### src/rtl/ttx_pkg.sv
package ttx_pkg;
  localparam int ACC_W = 16;
  localparam int CNT_W = 9;

  typedef enum logic [1:0] {
    STD_WST625 = 2'd0,
    STD_WST525 = 2'd1,
    STD_NABTS  = 2'd2,
    STD_NABTS2 = 2'd3
  } ttx_std_e;

  function automatic logic [CNT_W-1:0] win_len(ttx_std_e s);
    case (s)
      STD_WST625: win_len = CNT_W'(360);
      STD_WST525: win_len = CNT_W'(296);
      default:    win_len = CNT_W'(288);
    endcase
  endfunction

  function automatic logic [ACC_W-1:0] bit_inc(ttx_std_e s);
    if (s == STD_WST625) bit_inc = ACC_W'(16839);
    else                 bit_inc = ACC_W'(13901);
  endfunction
endpackage

### src/rtl/ttx_hcount.sv
module ttx_hcount #(
  parameter int HCNT_W = 11
) (
  input  logic              clk_i,
  input  logic              rst_ni,
  input  logic              line_start_i,
  input  logic [HCNT_W-1:0] hstart_i,
  input  logic              sel_i,
  input  logic              busy_i,
  output logic              open_o
);
  localparam logic [HCNT_W-1:0] HMAX = {HCNT_W{1'b1}};

  logic [HCNT_W-1:0] hcnt_q;
  logic              armed_q;
  logic              hit;

  assign hit    = armed_q && !line_start_i && (hcnt_q == hstart_i);
  assign open_o = hit && sel_i && !busy_i;

  always_ff @(posedge clk_i or negedge rst_ni) begin
    if (!rst_ni) begin
      hcnt_q  <= HMAX;
      armed_q <= 1'b0;
    end else if (line_start_i) begin
      hcnt_q  <= '0;
      armed_q <= 1'b1;
    end else begin
      if (hcnt_q != HMAX) hcnt_q <= hcnt_q + 1'b1;
      if (hit) armed_q <= 1'b0;
    end
  end
endmodule

### src/rtl/ttx_bit_clock.sv
module ttx_bit_clock
  import ttx_pkg::*;
(
  input  logic             clk_i,
  input  logic             rst_ni,
  input  logic             open_i,
  input  logic [ACC_W-1:0] inc_i,
  input  logic [CNT_W-1:0] limit_i,
  output logic             active_o,
  output logic             slot_o,
  output logic [CNT_W-1:0] cnt_o
);
  logic [ACC_W-1:0] acc_q;
  logic [ACC_W:0]   sum;
  logic [CNT_W-1:0] cnt_q;
  logic             active_q, slot_q, carry;

  assign sum   = {1'b0, acc_q} + {1'b0, inc_i};
  assign carry = active_q && sum[ACC_W];

  always_ff @(posedge clk_i or negedge rst_ni) begin
    if (!rst_ni) begin
      acc_q    <= '0;
      cnt_q    <= '0;
      active_q <= 1'b0;
      slot_q   <= 1'b0;
    end else begin
      slot_q <= carry;
      if (open_i) begin
        active_q <= 1'b1;
        acc_q    <= '0;
        cnt_q    <= '0;
      end else if (active_q) begin
        acc_q <= sum[ACC_W-1:0];
        if (carry) begin
          cnt_q <= cnt_q + 1'b1;
          if (cnt_q == limit_i - 1'b1) active_q <= 1'b0;
        end
      end
    end
  end

  assign active_o = active_q;
  assign slot_o   = slot_q;
  assign cnt_o    = cnt_q;
endmodule

### src/rtl/ttx_sample.sv
module ttx_sample #(
  parameter int DLY_W = 4
) (
  input  logic             clk_i,
  input  logic             rst_ni,
  input  logic             slot_i,
  input  logic [DLY_W-1:0] delay_i,
  input  logic             ttx_i,
  output logic             bit_o,
  output logic             vld_o
);
  localparam int DEPTH = (1 << DLY_W) - 1;

  logic [DEPTH-1:0] sr_q;
  logic             tap;

  // pending slots age through the line; delay picks the tap
  assign tap = (delay_i == '0) ? slot_i : sr_q[delay_i - 1'b1];

  always_ff @(posedge clk_i or negedge rst_ni) begin
    if (!rst_ni) begin
      sr_q  <= '0;
      bit_o <= 1'b0;
      vld_o <= 1'b0;
    end else begin
      sr_q  <= {sr_q[DEPTH-2:0], slot_i};
      vld_o <= tap;
      if (tap) bit_o <= ttx_i;
    end
  end
endmodule

### src/rtl/ttx_req_ctrl.sv
module ttx_req_ctrl
  import ttx_pkg::*;
#(
  parameter int HCNT_W = 11,
  parameter int LINE_W = 10,
  parameter int NLINES = 32,
  parameter int DLY_W  = 4
) (
  input  logic              clk_i,
  input  logic              rst_ni,
  input  logic              line_start_i,
  input  logic              field_i,
  input  logic [LINE_W-1:0] line_idx_i,
  input  logic [NLINES-1:0] mask_f0_i,
  input  logic [NLINES-1:0] mask_f1_i,
  input  logic [HCNT_W-1:0] hstart_i,
  input  logic [1:0]        std_sel_i,
  input  logic              proto_i,
  input  logic [DLY_W-1:0]  delay_i,
  input  logic              ttx_i,
  output logic              req_o,
  output logic              bit_o,
  output logic              bit_vld_o
);
  localparam int IDX_W = $clog2(NLINES);

  logic [NLINES-1:0] mask;
  logic              in_range, sel, open_w, active_w, slot_w;
  logic [CNT_W-1:0]  cnt_w, limit;
  logic [ACC_W-1:0]  inc;

  assign mask     = field_i ? mask_f1_i : mask_f0_i;
  assign in_range = (line_idx_i < LINE_W'(NLINES));
  assign sel      = in_range && mask[line_idx_i[IDX_W-1:0]];
  assign limit    = win_len(ttx_std_e'(std_sel_i));
  assign inc      = bit_inc(ttx_std_e'(std_sel_i));

  ttx_hcount #(.HCNT_W(HCNT_W)) u_hcount (
    .clk_i        (clk_i),
    .rst_ni       (rst_ni),
    .line_start_i (line_start_i),
    .hstart_i     (hstart_i),
    .sel_i        (sel),
    .busy_i       (active_w),
    .open_o       (open_w)
  );

  ttx_bit_clock u_bitclk (
    .clk_i    (clk_i),
    .rst_ni   (rst_ni),
    .open_i   (open_w),
    .inc_i    (inc),
    .limit_i  (limit),
    .active_o (active_w),
    .slot_o   (slot_w),
    .cnt_o    (cnt_w)
  );

  ttx_sample #(.DLY_W(DLY_W)) u_sample (
    .clk_i   (clk_i),
    .rst_ni  (rst_ni),
    .slot_i  (slot_w),
    .delay_i (delay_i),
    .ttx_i   (ttx_i),
    .bit_o   (bit_o),
    .vld_o   (bit_vld_o)
  );

  assign req_o = proto_i ? (active_w | slot_w) : slot_w;
endmodule

### config.mk
export PLATFORM = sky130hd
export DESIGN_NAME = ttx_req_ctrl
export DESIGN_NICKNAME = d
export VERILOG_FILES = /design/src/rtl/ttx_pkg.sv /design/src/rtl/ttx_hcount.sv /design/src/rtl/ttx_bit_clock.sv /design/src/rtl/ttx_sample.sv /design/src/rtl/ttx_req_ctrl.sv
export SDC_FILE = /design/constraint.sdc
export NUM_CORES = 1
export LEC_CHECK = 0
export BUFFER_PORTS_ARGS = -buffer_cell sky130_fd_sc_hd__buf_2
export CAP_MARGIN = 40
export CORE_MARGIN = 1.5
export CORE_UTILIZATION = 47
export CTS_CLUSTER_DIAMETER = 150
export DETAILED_ROUTE_END_ITERATION = 8
export PLACE_DENSITY = 0.74
export SYNTH_ARGS = -nofsm -noshare
export SYNTH_HDL_FRONTEND = slang
export SYNTH_HIERARCHICAL = 1
export SYNTH_SLANG_ARGS = --single-unit
### constraint.sdc
create_clock -name clk_i -period 2.6 [get_ports clk_i]
set_input_delay 0.26 -clock clk_i [delete_from_list [all_inputs] [get_ports clk_i]]
set_output_delay 0.26 -clock clk_i [all_outputs]
set_load 0.05 [all_outputs]
== Word-level counts from Yosys, hierarchy flattened ==
Index checks and enable logic that the tools add are counted.
Storage, ports and cells
  register bits: 56
Operators by class
  add/subtract/negate cells: 5
  $lt $le $gt $ge: 3
  equal/unequal tests: 4
  multiplexer cells: 22
  bitwise logic cells: 1
  reductions and logical operators: 15
Operators by type and width (count)
  16-bit two-way mux: 2
  32-bit two-way mux: 1
  9-bit two-way mux: 3
  11-bit two-way mux: 2
  16-bit by 15-bit adder with 17-bit output: 1
  15-bit two-way mux: 1
  7-bit case mux with 2 select lines: 1
  11-bit by 1-bit adder with 11-bit output (second input constant): 1
  11-bit equality test: 1
  11-bit inequality test (second input constant): 1
  10-bit by 6-bit < comparator with 1-bit output (second input constant): 1
  1-bit two-way mux: 10
  9-bit by 1-bit adder with 9-bit output (second input constant): 1
  9-bit equality test: 1
  9-bit by 1-bit subtractor with 9-bit output (second input constant): 1
  2-bit nonzero test: 4
  1-bit logical AND: 6
  5-bit by 6-bit < comparator with 1-bit output (second input constant): 1
  1-bit binary-select mux with 5-bit select: 1
  4-bit by 5-bit < comparator with 1-bit output (second input constant): 1
  1-bit binary-select mux with 4-bit select: 1
  4-bit zero test: 1
  4-bit by 1-bit subtractor with 4-bit output (second input constant): 1
  2-bit by 1-bit equality test with 1-bit output (second input constant): 1
  other kinds (4): 5

== Longest topological paths before layout ==
Gate-level depths: netlist of the first run.
  depth in word-level cells: 8
  gate-level depth with buffers: 14

== Hierarchy ==
The synthesis of the first run kept the hierarchy.
By module, submodules not included
  ttx_bit_clock: instances 1, cells each 235, area each 2105.8 um2
  ttx_hcount: instances 1, cells each 78, area each 765.7 um2
  ttx_sample: instances 1, cells each 40, area each 671.9 um2
  ttx_req_ctrl: instances 1, cells each 50, area each 644.4 um2

== Worst setup path after synthesis of the first run ==
No wires, ideal clock.
  path kind: input -> register
  start: in std_sel_i[0]
  end: reg u_bitclk.cnt_q[3] (netlist: u_bitclk/cnt_o[3])
  arrival: 2833 ps
  slack: -357 ps
  stages on the path: 11
  buffers on the path: 0
  cells stage by stage: or2_2 -> inv_1 -> inv_1 -> fa_1 -> nand2b_2 -> a211oi_4 -> o21ai_2 -> a211oi_4 -> o2111ai_2 -> nor2_1 -> mux2_2
On the way
  longest elaborated chain between the ends: 6
RTL lines
  from (decl): line ttx_req_ctrl.sv:17  | input logic [1:0] std_sel_i,
  2-bit zero test: line ttx_pkg.sv:21  | if (s == STD_WST625) bit_inc = ACC_W'(16839);
  15-bit two-way mux: line ttx_pkg.sv:21
  via inc[14]: line ttx_req_ctrl.sv:30  | logic [ACC_W-1:0] inc;
  16-bit by 15-bit adder with 17-bit output: line ttx_bit_clock.sv:18  | assign sum = {1'b0, acc_q} + {1'b0, inc_i};
  1-bit logical AND: line ttx_bit_clock.sv:19  | assign carry = active_q && sum[ACC_W];
  2-bit nonzero test (no source line)
  2-bit AND reduction (no source line)
  to (signal assigned): line ttx_bit_clock.sv:36  | cnt_q <= cnt_q + 1'b1;
  to (decl): line ttx_bit_clock.sv:15  | logic [CNT_W-1:0] cnt_q;
The timed path passes the listed nets, and every way through them passes these cells.
A chain may end at the register's enable or synchronous reset.

== Worst setup path after layout of the first run ==
  start: reg u_bitclk.acc_q[0]
  end: reg u_bitclk.cnt_q[3] (netlist: u_bitclk/cnt_o[3])
On the way
  longest elaborated chain between the ends: 4
RTL lines
  from (decl): line ttx_bit_clock.sv:13  | logic [ACC_W-1:0] acc_q;
  from (signal assigned): line ttx_bit_clock.sv:34  | acc_q <= sum[ACC_W-1:0];
  16-bit by 15-bit adder with 17-bit output: line ttx_bit_clock.sv:18
  1-bit logical AND: line ttx_bit_clock.sv:19
  2-bit nonzero test (no source line)
  2-bit AND reduction (no source line)
Every way passes these cells.

==> results.sh, run 1 <==
export IMPL_run_status="complete, but fails checks"
export IMPL_violations="setup timing"
export IMPL_die_y_um=97.40
export IMPL_die_area_sq_mm=0.009486
export IMPL_routed_wl_mm=9.733
export IMPL_synth_top_area_cell="sky130_fd_sc_hd__dfrtp_1"
export IMPL_first_pass_iters=4
export IMPL_hold_path_class="in -> reg"
export IMPL_synth_top_cells_by_area="sky130_fd_sc_hd__dfrtp_1 27%, sky130_fd_sc_hd__dfstp_2 6.9%, sky130_fd_sc_hd__ha_1 6.3%, sky130_fd_sc_hd__mux4_1 6.3%, sky130_fd_sc_hd__xor2_1 5.2%"
export IMPL_clock_tree_root_cell="sky130_fd_sc_hd__clkbuf_8"
export IMPL_layout_area_seq_sq_mm=0.001415
export IMPL_cts_buffers=5
export IMPL_synthCells=403
export IMPL_first_global_vias=3636
export IMPL_place_congestion=0.8109
export IMPL_pin_count_of_the_biggest_net_entering_global_routing=38
export IMPL_total_leakage_power_nw=2.551
export IMPL_finalNetCount=677
export IMPL_grt_util_all_layers=0.2053
export IMPL_grt_first_pass_wirelength_mm=15.95
export IMPL_syn_mean_instance_area_sq_um=10.39
export IMPL_initial_core_util=0.4826
export IMPL_core_area_sq_mm=0.008678
export IMPL_setup_repair_after_global_routing_missed_its_margin="true"
export IMPL_timing_hold_ws_ps=173.4
export IMPL_tightestPinTransition_ps=508.1
export IMPL_max_slew_margin=0.6600
export IMPL_worstSetupEndpointType="flop"
export IMPL_worstSkewPairLatency_ps=320
export IMPL_dp_hpwl_mm=7.531
export IMPL_cts_path_max_buffers=2
export IMPL_antenna_cells_inserted=0
export IMPL_ys_warnings_count=6
export IMPL_worst_r2r_setup_slack_ps=-20
export IMPL_clock_sink_count=56
export IMPL_setup_worst_path_start_class="flop"
export IMPL_sum_of_internal_switching_and_leakage_power_mw=1.804
export IMPL_routed_via_density=5.505
export IMPL_power_per_cell_area_mw_per_mm2=341.3
export IMPL_reg2regPathDepth=10
export IMPL_port_buffer_count=99
export IMPL_max_clock_freq_mhz=381.1
export IMPL_nFillCells=755
export IMPL_synth_lib_cells_used_distinct=74
export IMPL_timing_final_ws_setup_ps=-24.03
export IMPL_drc=0
export IMPL_timing_final_max_slew_violations=0
export IMPL_layout_worst_path_cycle_share=1.009
export IMPL_final_period_minus_worst_setup_slack_ps=2624
export IMPL_maximum_level_of_the_cts_h_tree=2
export IMPL_ys_async_sr_fraction=1.000
export IMPL_post_drt_wl_per_cell_um=14.59
export IMPL_yosys_register_bits=56
export IMPL_timing_setup_critical_path_class="reg -> reg"
export IMPL_cap_violations=0
export IMPL_drt_antenna_violating_nets=0
export IMPL_finalSetupViolCount=1
export IMPL_synth_top_area_share=0.2689
export IMPL_max_vdd_ir_drop_v=0.0002436
export IMPL_critical_path_arrival_ps=2830
export IMPL_synth_edf_count=0
export IMPL_dieWidth_um=97.40
export IMPL_grt_antenna_before_repair=0
export IMPL_overflow=0
export IMPL_relative_area_change_from_synthesis_to_final_layout_pct=26.23
export IMPL_drt_iter0_markers=156
export IMPL_placement_rows=34
export IMPL_drive_above_1_share=0.3578
export IMPL_clock_tree_from_tritoncts="built"
export IMPL_min_path_cells=2
export IMPL_num_io_pins=100
export IMPL_dr_total_vias=3672
export IMPL_ys_seq_area_frac=0.3379
export IMPL_worst_setup_hold_path_clk_slew_ps=110
export IMPL_crit_path_max_fanout=5
export IMPL_final_hold_violation_count=0
export IMPL_yosys_most_used_dff="sky130_fd_sc_hd__dfrtp_1"
export IMPL_skew_ps=11.20
export IMPL_critPathRequiredTime_ps=2810
export IMPL_multi_input_combinational_cell_area_sq_mm=0.002759
export IMPL_netlist_area_sq_mm=0.004188
## registers in the layout, indices dropped and copies added, names as in the netlist
name,flops
u_hcount/hcnt_q,11
u_sample/sr_q,15
u_bitclk/cnt_o,9
u_sample/bit_o,1
u_bitclk/slot_o,1
u_bitclk/acc_q,16
u_sample/vld_o,1
u_hcount/armed_q,1
u_bitclk/active_o,1
## what timing repair did
action,CTS,global route
setup buffers,3,1
hold buffers,1,0
pin swaps,8,9
resized for setup,2,11
gates cloned,0,1
setup endpoints to repair,5,10
hold endpoints to repair,19,0
## report_power, final
group          switching (mW)  total, mW  leakage [nW]  internal [mW]
Clock                   0.315      0.514        0.0463          0.199
Sequential            0.00941      0.895         0.719          0.886
Combinational           0.194      0.395          1.79          0.200
Total                   0.519       1.80          2.55           1.29
## cells in the mapped netlist (all sizes together), types with 5 or more instances
master / number
o21ai: 22
nor3: 8
ha: 21
nand2: 16
mux4: 19
dfrtp: 45
dfstp: 11
a21o: 6
nor2b: 6
nand3: 13
mux2: 5
nor2: 46
xor2: 25
a21oi: 23
nand2b: 6
or3: 5
mux2i: 18
a211oi: 8
xnor2: 12
nand4: 6
inv: 13
buf: 10
## critical path, cell delays in order, from the launching register on
cell	delay, ps
sky130_fd_sc_hd__dfrtp_1	370
sky130_fd_sc_hd__ha_2	190
sky130_fd_sc_hd__inv_2	40
sky130_fd_sc_hd__fa_2	330
sky130_fd_sc_hd__nand2b_4	160
sky130_fd_sc_hd__a211oi_4	290
sky130_fd_sc_hd__o21ai_2	110
sky130_fd_sc_hd__a211oi_4	290
sky130_fd_sc_hd__o2111ai_2	210
sky130_fd_sc_hd__nor2_1	200
sky130_fd_sc_hd__mux2_4	320
## final timing paths
| check | start | to |
|---|---|---|
| setup / recovery | u_bitclk/acc_q[0] | u_bitclk/cnt_o[3] |
| hold / removal | ttx_i | u_sample/bit_o |
| setup reg to reg | u_bitclk/acc_q[0] | u_bitclk/cnt_o[3] |
| hold reg to reg | u_sample/sr_q[3] | u_sample/sr_q[4] |
| max in group asynchronous | rst_ni | u_hcount/hcnt_q[6] |
| min in group asynchronous | rst_ni | u_bitclk/cnt_o[8] |
## through the flow
stage | cell area (sq um) | utilization | setup WS, ps | instances | TNS, ps
global placement | 5107 | 0.5885 | -245.1 | 653 | -1121
finish | 5286 | 0.6091 | -24.03 | 667 | -24.03
CTS | 5240 | 0.6038 | 0.7854 | 665 | 0
floorplan | 4289 | - | 13.98 | 426 | 0
detailed placement | 5107 | 0.5885 | -366.5 | 653 | -1834
global route | 5286 | 0.6091 | -139.7 | 667 | -547.8
## kinds of logic (layout without fill, tap and decap cells)
kind of cell	count (synthesis)	after routing	share of synthesized area
buffers and inverters	27	160	0.03496
other	2	25	0.001793
adders and majority gates	22	22	0.06752
and+or+nand+nor	131	131	0.1649
AOI/OAI and AO/OA	86	86	0.1461
DFF	56	56	0.3379
xor gates and xnor gates	37	37	0.07738
muxes	42	42	0.1694
## layout by cell type, fill, tap and decap left out, types with 3 or more instances in the layout
master / count
sky130_fd_sc_hd__inv_1: 11
sky130_fd_sc_hd__o21a_1: 3
sky130_fd_sc_hd__a211oi_1: 6
sky130_fd_sc_hd__nand3_1: 12
sky130_fd_sc_hd__buf_2: 99
sky130_fd_sc_hd__conb_1: 25
sky130_fd_sc_hd__ha_1: 20
sky130_fd_sc_hd__nor3_1: 6
sky130_fd_sc_hd__nor2_1: 46
sky130_fd_sc_hd__xnor2_1: 12
sky130_fd_sc_hd__nand4_1: 6
sky130_fd_sc_hd__a31oi_1: 3
sky130_fd_sc_hd__nand3b_1: 4
sky130_fd_sc_hd__a21o_1: 6
sky130_fd_sc_hd__nand2b_1: 5
sky130_fd_sc_hd__dfrtp_1: 45
sky130_fd_sc_hd__a21oi_1: 18
sky130_fd_sc_hd__mux4_1: 10
sky130_fd_sc_hd__a21oi_2: 5
sky130_fd_sc_hd__o21ai_0: 16
sky130_fd_sc_hd__xor2_1: 25
sky130_fd_sc_hd__dfstp_2: 11
sky130_fd_sc_hd__nand2_1: 15
sky130_fd_sc_hd__buf_4: 35
sky130_fd_sc_hd__mux2_4: 3
sky130_fd_sc_hd__mux4_2: 9
sky130_fd_sc_hd__or3_1: 5
sky130_fd_sc_hd__nor4_1: 3
sky130_fd_sc_hd__o21ai_1: 4
sky130_fd_sc_hd__mux2i_1: 17
sky130_fd_sc_hd__nor2b_1: 6
sky130_fd_sc_hd__nor3b_1: 3
sky130_fd_sc_hd__clkbuf_8: 5
## area by class of cell
class / instances / area share
Clock buffer: 5 / 0.01302
Clock inverter: 3 / 0.005207
Inverter: 13 / 0.01018
Multi-Input combinational cell: 343 / 0.5219
Sequential cell: 56 / 0.2677
Tap cell: 108 / 0.02556
Timing Repair Buffer: 139 / 0.1564
## layer usage
layer  share of wire  up-vias  track usage
met3           0.044       19      0.02374
met5               0        -            0
li1                -     1777            -
met2            0.52      125       0.3889
met4           0.027        0      0.06593
met1            0.41     1751       0.2393
Note: power is estimated with default switching activity, not from simulation.
==> inputs of run 2 (changes only) <==
--- a/config.mk
+++ b/config.mk
@@ -8,10 +8,10 @@
 export BUFFER_PORTS_ARGS = -buffer_cell sky130_fd_sc_hd__buf_2
 export CAP_MARGIN = 40
 export CORE_MARGIN = 1.5
-export CORE_UTILIZATION = 47
+export CORE_UTILIZATION = 49
 export CTS_CLUSTER_DIAMETER = 150
 export DETAILED_ROUTE_END_ITERATION = 8
-export PLACE_DENSITY = 0.74
+export PLACE_DENSITY_LB_ADDON = 0.05
 export SYNTH_ARGS = -nofsm -noshare
 export SYNTH_HDL_FRONTEND = slang
 export SYNTH_HIERARCHICAL = 1
==> results.sh, run 2 (synthesis results as in run 1) <==
export IMPL_power_per_cell_area_mw_per_mm2=334.5
export IMPL_max_vdd_ir_drop_v=0.0002164
export IMPL_nFillCells=711
export IMPL_num_io_pins=100
export IMPL_timing_hold_ws_ps=188.2
export IMPL_top_register="u_bitclk/acc_q"
export IMPL_grt_first_pass_wirelength_mm=15.01
export IMPL_cap_violations=0
export IMPL_clock_tree_root_cell="sky130_fd_sc_hd__clkbuf_8"
export IMPL_place_congestion=0.8021
export IMPL_clkPwrFrac=0.281
export IMPL_cts_buffers=5
export IMPL_final_period_minus_worst_setup_slack_ps=2565
export IMPL_timing_final_ws_setup_ps=35.27
export IMPL_postLayoutCellArea_sq_mm=0.005348
export IMPL_die_area_sq_mm=0.009110
export IMPL_tightestPinTransition_ps=581.3
export IMPL_hold_path_class="in -> reg"
export IMPL_drt_iter0_markers=90
export IMPL_worst_r2r_setup_slack_ps=40
export IMPL_grt_antenna_before_repair=0
export IMPL_crit_path_max_fanout=3
export IMPL_worstSetupEndpointType="flop"
export IMPL_cp_cell_sequence="ha_4, inv_2, fa_2, nand2b_4, a211oi_4, o21ai_2, a211oi_4, buf_4, o21ai_1, buf_4, xor2_1, nor2_1"
export IMPL_dp_hpwl_mm=7.275
export IMPL_drc=0
export IMPL_initial_core_util=0.5071
export IMPL_layout_worst_path_cycle_share=0.9864
export IMPL_largest_register_ffs=16
export IMPL_clock_tree_from_tritoncts="built"
export IMPL_p_int_mw=1.285
export IMPL_max_clock_freq_mhz=389.9
export IMPL_combinationalPowerShare=0.219
export IMPL_first_pass_iters=4
export IMPL_relative_area_change_from_synthesis_to_final_layout_pct=27.70
export IMPL_netSwitchingPower_mw=0.5040
export IMPL_dpl_worst_slack_ps=-313.8
export IMPL_worstSkewPairLatency_ps=310
export IMPL_overflow=0
export IMPL_routed_wl_mm=9.448
export IMPL_cp_slowest_cell="sky130_fd_sc_hd__dfrtp_1"
export IMPL_worst_path_dominant_cell_family="compound AO/OA/AOI/OAI gates"
export IMPL_run_status="completed"
export IMPL_final_instance_count_excl_fill=669
export IMPL_antenna_cells_inserted=0
export IMPL_timing_setup_critical_path_class="reg -> reg"
export IMPL_dr_total_vias=3629
export IMPL_die_y_um=95.45
export IMPL_routed_via_density=5.425
export IMPL_final_hold_violation_count=0
export IMPL_critPathRequiredTime_ps=2800
export IMPL_worst_setup_hold_path_clk_slew_ps=110
export IMPL_setup_total_negative_slack_ps=0
export IMPL_placement_rows=33
export IMPL_drt_antenna_violating_nets=0
export IMPL_timing_final_max_slew_violations=0
export IMPL_power_share_switching=0.2817
export IMPL_sum_of_internal_switching_and_leakage_power_mw=1.789
export IMPL_port_buffer_count=99
export IMPL_finalNetCount=682
export IMPL_post_drt_wl_per_cell_um=14.12
export IMPL_clock_sink_count=56
export IMPL_placed_area_sq_mm=0.005099
export IMPL_dieWidth_um=95.45
export IMPL_crit_path_max_incr_delay_ps=400
export IMPL_maximum_level_of_the_cts_h_tree=2
export IMPL_utilization_after_layout=0.6476
export IMPL_critical_path_arrival_ps=2760
export IMPL_sequentialPowerShare=0.500
export IMPL_placedCellCount=651
export IMPL_skew_ps=8.717
export IMPL_finalSetupViolCount=0
export IMPL_pin_count_of_the_biggest_net_entering_global_routing=29
export IMPL_max_slew_margin=0.6125
export IMPL_layout_cells_most_common="sky130_fd_sc_hd__buf_2"
export IMPL_cts_path_max_buffers=2
export IMPL_drive_above_1_share=0.3670
export IMPL_setup_repair_after_global_routing_missed_its_margin="true"
export IMPL_core_area_sq_mm=0.008258
export IMPL_grt_util_all_layers=0.2110
export IMPL_critical_path_buf_inv_count=3
export IMPL_first_global_vias=3465
export IMPL_largest_registers="u_bitclk/acc_q: 16 flops, u_sample/sr_q: 15 flops, u_hcount/hcnt_q: 11 flops"
export IMPL_final_cell_mix="99 x sky130_fd_sc_hd__buf_2, 45 x sky130_fd_sc_hd__nor2_1, 45 x sky130_fd_sc_hd__dfrtp_1"
export IMPL_setup_worst_path_start_class="flop"
export IMPL_total_leakage_power_nw=2.560
run 2: changes by cell type in the layout (fill, tap and decap cells not counted), moves of 2 or more:
cell | before | now
sky130_fd_sc_hd__a21oi_1 | 18 | 20
sky130_fd_sc_hd__a21oi_2 | 5 | 3
sky130_fd_sc_hd__buf_4 | 35 | 41
sky130_fd_sc_hd__o21ai_0 | 16 | 13
sky130_fd_sc_hd__o21ai_1 | 4 | 6
sky130_fd_sc_hd__or3_1 | 5 | 3
sky130_fd_sc_hd__or3_4 | 0 | 2
run 2: layout make-up:
cell class,instances,area (sq um),share of cell area
Timing Repair Buffer,144,852.1,0.1593
Multi-Input combinational cell,343,2799,0.5234
Clock buffer,5,68.82,0.01287
Sequential cell,56,1415,0.2646
Inverter,13,53.80,0.01006
Tap cell,105,131.4,0.02457
Clock inverter,3,27.53,0.005147
run 2: repair_timing:
item | 4_1_cts | 5_1_grt
endpoints found under the hold margin | 22 | 0
hold buffers | 1 | 0
buffers inserted | 3 | 5
endpoints found under the setup margin | 6 | 15
gates resized for setup | 3 | 18
gates cloned | 0 | 1
pin swaps | 11 | 9
run 2: worst paths after layout:
path                                    from                 end  depth (start not counted)
setup reg to reg           u_bitclk/acc_q[0]   u_bitclk/cnt_o[0]                         12
setup / recovery           u_bitclk/acc_q[0]   u_bitclk/cnt_o[0]                         12
max in group asynchronous             rst_ni  u_hcount/hcnt_q[5]                          3
hold / removal                         ttx_i      u_sample/bit_o                          2
min in group asynchronous             rst_ni   u_bitclk/cnt_o[4]                          2
hold reg to reg             u_sample/sr_q[3]    u_sample/sr_q[4]                          0
run 2: power by group through the flow:
stage                     registers (mW)  clock network [mW]  logic [mW]
after floorplan                    0.932                   0       0.212
after global placement             0.911                   0       0.379
after detailed placement           0.912                   0       0.385
after CTS                          0.895               0.521       0.389
after global routing               0.897               0.555       0.431
final                              0.895               0.502       0.392
run 2: routing by layer:
layer / vias up / part of all wire / track usage
met5: - / 0 / 0
met4: 0 / 0.027 / 0.07966
met3: 16 / 0.045 / 0.03190
met2: 111 / 0.50 / 0.3824
met1: 1709 / 0.43 / 0.2503
li1: 1793 / - / -
==> inputs of run 3 (changes only) <==
--- a/config.mk
+++ b/config.mk
@@ -11,6 +11,7 @@
 export CORE_UTILIZATION = 49
 export CTS_CLUSTER_DIAMETER = 150
 export DETAILED_ROUTE_END_ITERATION = 8
+export GPL_TIMING_DRIVEN = 0
 export PLACE_DENSITY_LB_ADDON = 0.05
 export SYNTH_ARGS = -nofsm -noshare
 export SYNTH_HDL_FRONTEND = slang
==> results.sh, run 3 (synthesis results as in run 1) <==
export IMPL_run_status="completed"
export IMPL_num_io_pins=100
export IMPL_final_cell_mix="97 x sky130_fd_sc_hd__buf_2, 45 x sky130_fd_sc_hd__dfrtp_1, 44 x sky130_fd_sc_hd__nor2_1"
export IMPL_dieWidth_um=95.45
export IMPL_worst_setup_hold_path_clk_slew_ps=110
export IMPL_tightestPinTransition_ps=696.2
export IMPL_total_leakage_power_nw=2.453
export IMPL_crit_path_max_incr_delay_ps=410
export IMPL_overflow=0
export IMPL_clock_tree_root_cell="sky130_fd_sc_hd__clkbuf_8"
export IMPL_initial_core_util=0.5071
export IMPL_max_vdd_ir_drop_v=0.0002544
export IMPL_grt_util_all_layers=0.2135
export IMPL_max_clock_freq_mhz=390.6
export IMPL_worstSetupEndpointType="flop"
export IMPL_worstSkewPairLatency_ps=310
export IMPL_setup_worst_path_start_class="flop"
export IMPL_placement_rows=33
export IMPL_grt_first_pass_wirelength_mm=15.13
export IMPL_cts_path_max_buffers=2
export IMPL_die_y_um=95.45
export IMPL_crit_path_max_fanout=7
export IMPL_place_congestion=0.8080
export IMPL_critical_path_arrival_ps=2810
export IMPL_drt_antenna_violating_nets=0
export IMPL_die_area_sq_mm=0.009110
export IMPL_grt_antenna_before_repair=0
export IMPL_timing_hold_ws_ps=176.3
export IMPL_clock_sink_count=56
export IMPL_largest_register_ffs=16
export IMPL_maximum_level_of_the_cts_h_tree=2
export IMPL_clock_tree_from_tritoncts="built"
export IMPL_drt_iter0_markers=95
export IMPL_critPathRequiredTime_ps=2850
export IMPL_power_per_cell_area_mw_per_mm2=341.7
export IMPL_antenna_cells_inserted=0
export IMPL_routed_via_density=5.519
export IMPL_top_register="u_bitclk/acc_q"
export IMPL_layout_cells_most_common="sky130_fd_sc_hd__buf_2"
export IMPL_hold_path_class="in -> reg"
export IMPL_final_hold_violation_count=0
export IMPL_core_area_sq_mm=0.008258
export IMPL_cp_cell_sequence="ha_2, inv_2, fa_2, nand2b_4, a211oi_4, o21ai_2, a211oi_4, buf_6, o211ai_4, or3_4, a21oi_2"
export IMPL_finalNetCount=659
export IMPL_max_slew_margin=0.5359
export IMPL_setup_repair_after_global_routing_missed_its_margin="true"
export IMPL_post_drt_wl_per_cell_um=14.60
export IMPL_drc=0
export IMPL_largest_registers="u_bitclk/acc_q: 16 flops, u_sample/sr_q: 15 flops, u_hcount/hcnt_q: 11 flops"
export IMPL_port_buffer_count=95
export IMPL_worst_path_most_repeated_cell="sky130_fd_sc_hd__a211oi_4"
export IMPL_timing_final_max_slew_violations=0
export IMPL_drive_above_1_share=0.3401
export IMPL_timing_final_ws_setup_ps=40.03
export IMPL_pin_count_of_the_biggest_net_entering_global_routing=32
export IMPL_first_global_vias=3407
export IMPL_dr_total_vias=3565
export IMPL_relative_area_change_from_synthesis_to_final_layout_pct=24.29
export IMPL_dp_hpwl_mm=7.223
export IMPL_finalSetupViolCount=0
export IMPL_timing_setup_critical_path_class="reg -> reg"
export IMPL_routed_wl_mm=9.429
export IMPL_final_period_minus_worst_setup_slack_ps=2560
export IMPL_dpl_worst_slack_ps=-821.8
export IMPL_layout_worst_path_cycle_share=0.9846
export IMPL_cp_slowest_cell="sky130_fd_sc_hd__or3_4"
export IMPL_first_pass_iters=4
export IMPL_cts_buffers=5
export IMPL_skew_ps=13.60
export IMPL_cap_violations=0
-- run 3: cell count changes in the layout (fill, tap and decap cells not counted), moves of 2 or more --
cell,previous run,this run
sky130_fd_sc_hd__buf_4,41,11
sky130_fd_sc_hd__o21ai_0,13,17
sky130_fd_sc_hd__o21ai_1,6,2
sky130_fd_sc_hd__buf_6,1,4
sky130_fd_sc_hd__buf_2,99,97
sky130_fd_sc_hd__clkbuf_1,0,2
sky130_fd_sc_hd__clkbuf_4,1,3
-- run 3: final cells by class --
| type | count | area [sq um] |
|---|---|---|
| sequential | 56 | 1415 |
| timing repair buffer | 107 | 584.3 |
| clock buffer | 5 | 68.82 |
| clock inverter | 3 | 25.02 |
| inverter | 13 | 56.30 |
| tap | 105 | 131.4 |
| buffer | 14 | 112.6 |
| fill | 703 | 3053 |
| multi-input combinational | 343 | 2811 |
-- run 3: path summary, 6_finish.rpt --
check	cells past startpoint	endpoint	from	slack, ps
setup / recovery	11	u_bitclk/cnt_o[8]	u_bitclk/acc_q[0]	40
hold / removal	2	u_sample/bit_o	ttx_i	180
setup reg to reg	11	u_bitclk/cnt_o[8]	u_bitclk/acc_q[0]	40
hold reg to reg	0	u_sample/sr_q[4]	u_sample/sr_q[3]	370
max in group asynchronous	3	u_hcount/hcnt_q[4]	rst_ni	1440
min in group asynchronous	2	u_bitclk/acc_q[9]	rst_ni	500
-- run 3: power by group --
| part | switching, mW | internal, mW |
|---|---|---|
| Combinational | 0.191 | 0.192 |
| Sequential | 0.00975 | 0.886 |
| Clock | 0.303 | 0.197 |
| Total | 0.503 | 1.28 |
-- run 3: per-stage QoR --
step / utilization / instances / cell area (sq um) / TNS (ps) / power [mW]
after floorplan: - / 426 / 4289 / 0 / 1.144
after global placement: 0.5929 / 626 / 4896 / -11900 / 1.268
after detailed placement: 0.5953 / 627 / 4916 / -13250 / 1.280
after CTS: 0.6158 / 641 / 5085 / -41.92 / 1.789
after global routing: 0.6303 / 646 / 5205 / -204.0 / 1.877
final: 0.6303 / 646 / 5205 / 0 / 1.779
-- run 3: worst max-delay path, delay by kind of cell (launching register included) --
family	cells	cell delay, ps
AO/OA/AOI/OAI	5	850
AND/OR/NAND/NOR	2	570
adder cells (fa/ha/maj)	2	520
flip-flops	1	370
buffers and inverters	2	190
-- run 3: layer usage --
layer,track usage,part of all wire,wire length (um)
met5,0,0,0
met4,0.05025,0.018,166
met3,0.03748,0.049,464
met2,0.3806,0.49,4649
met1,0.2678,0.44,4147
-- run 3: what timing repair did --
item                                    CTS  global route
endpoints found under the setup margin   19            22
hold endpoints to repair                 18             0
hold buffers                              1             0
gates resized for setup                  10            20
setup buffers                             5             5
pin swaps                                11             7
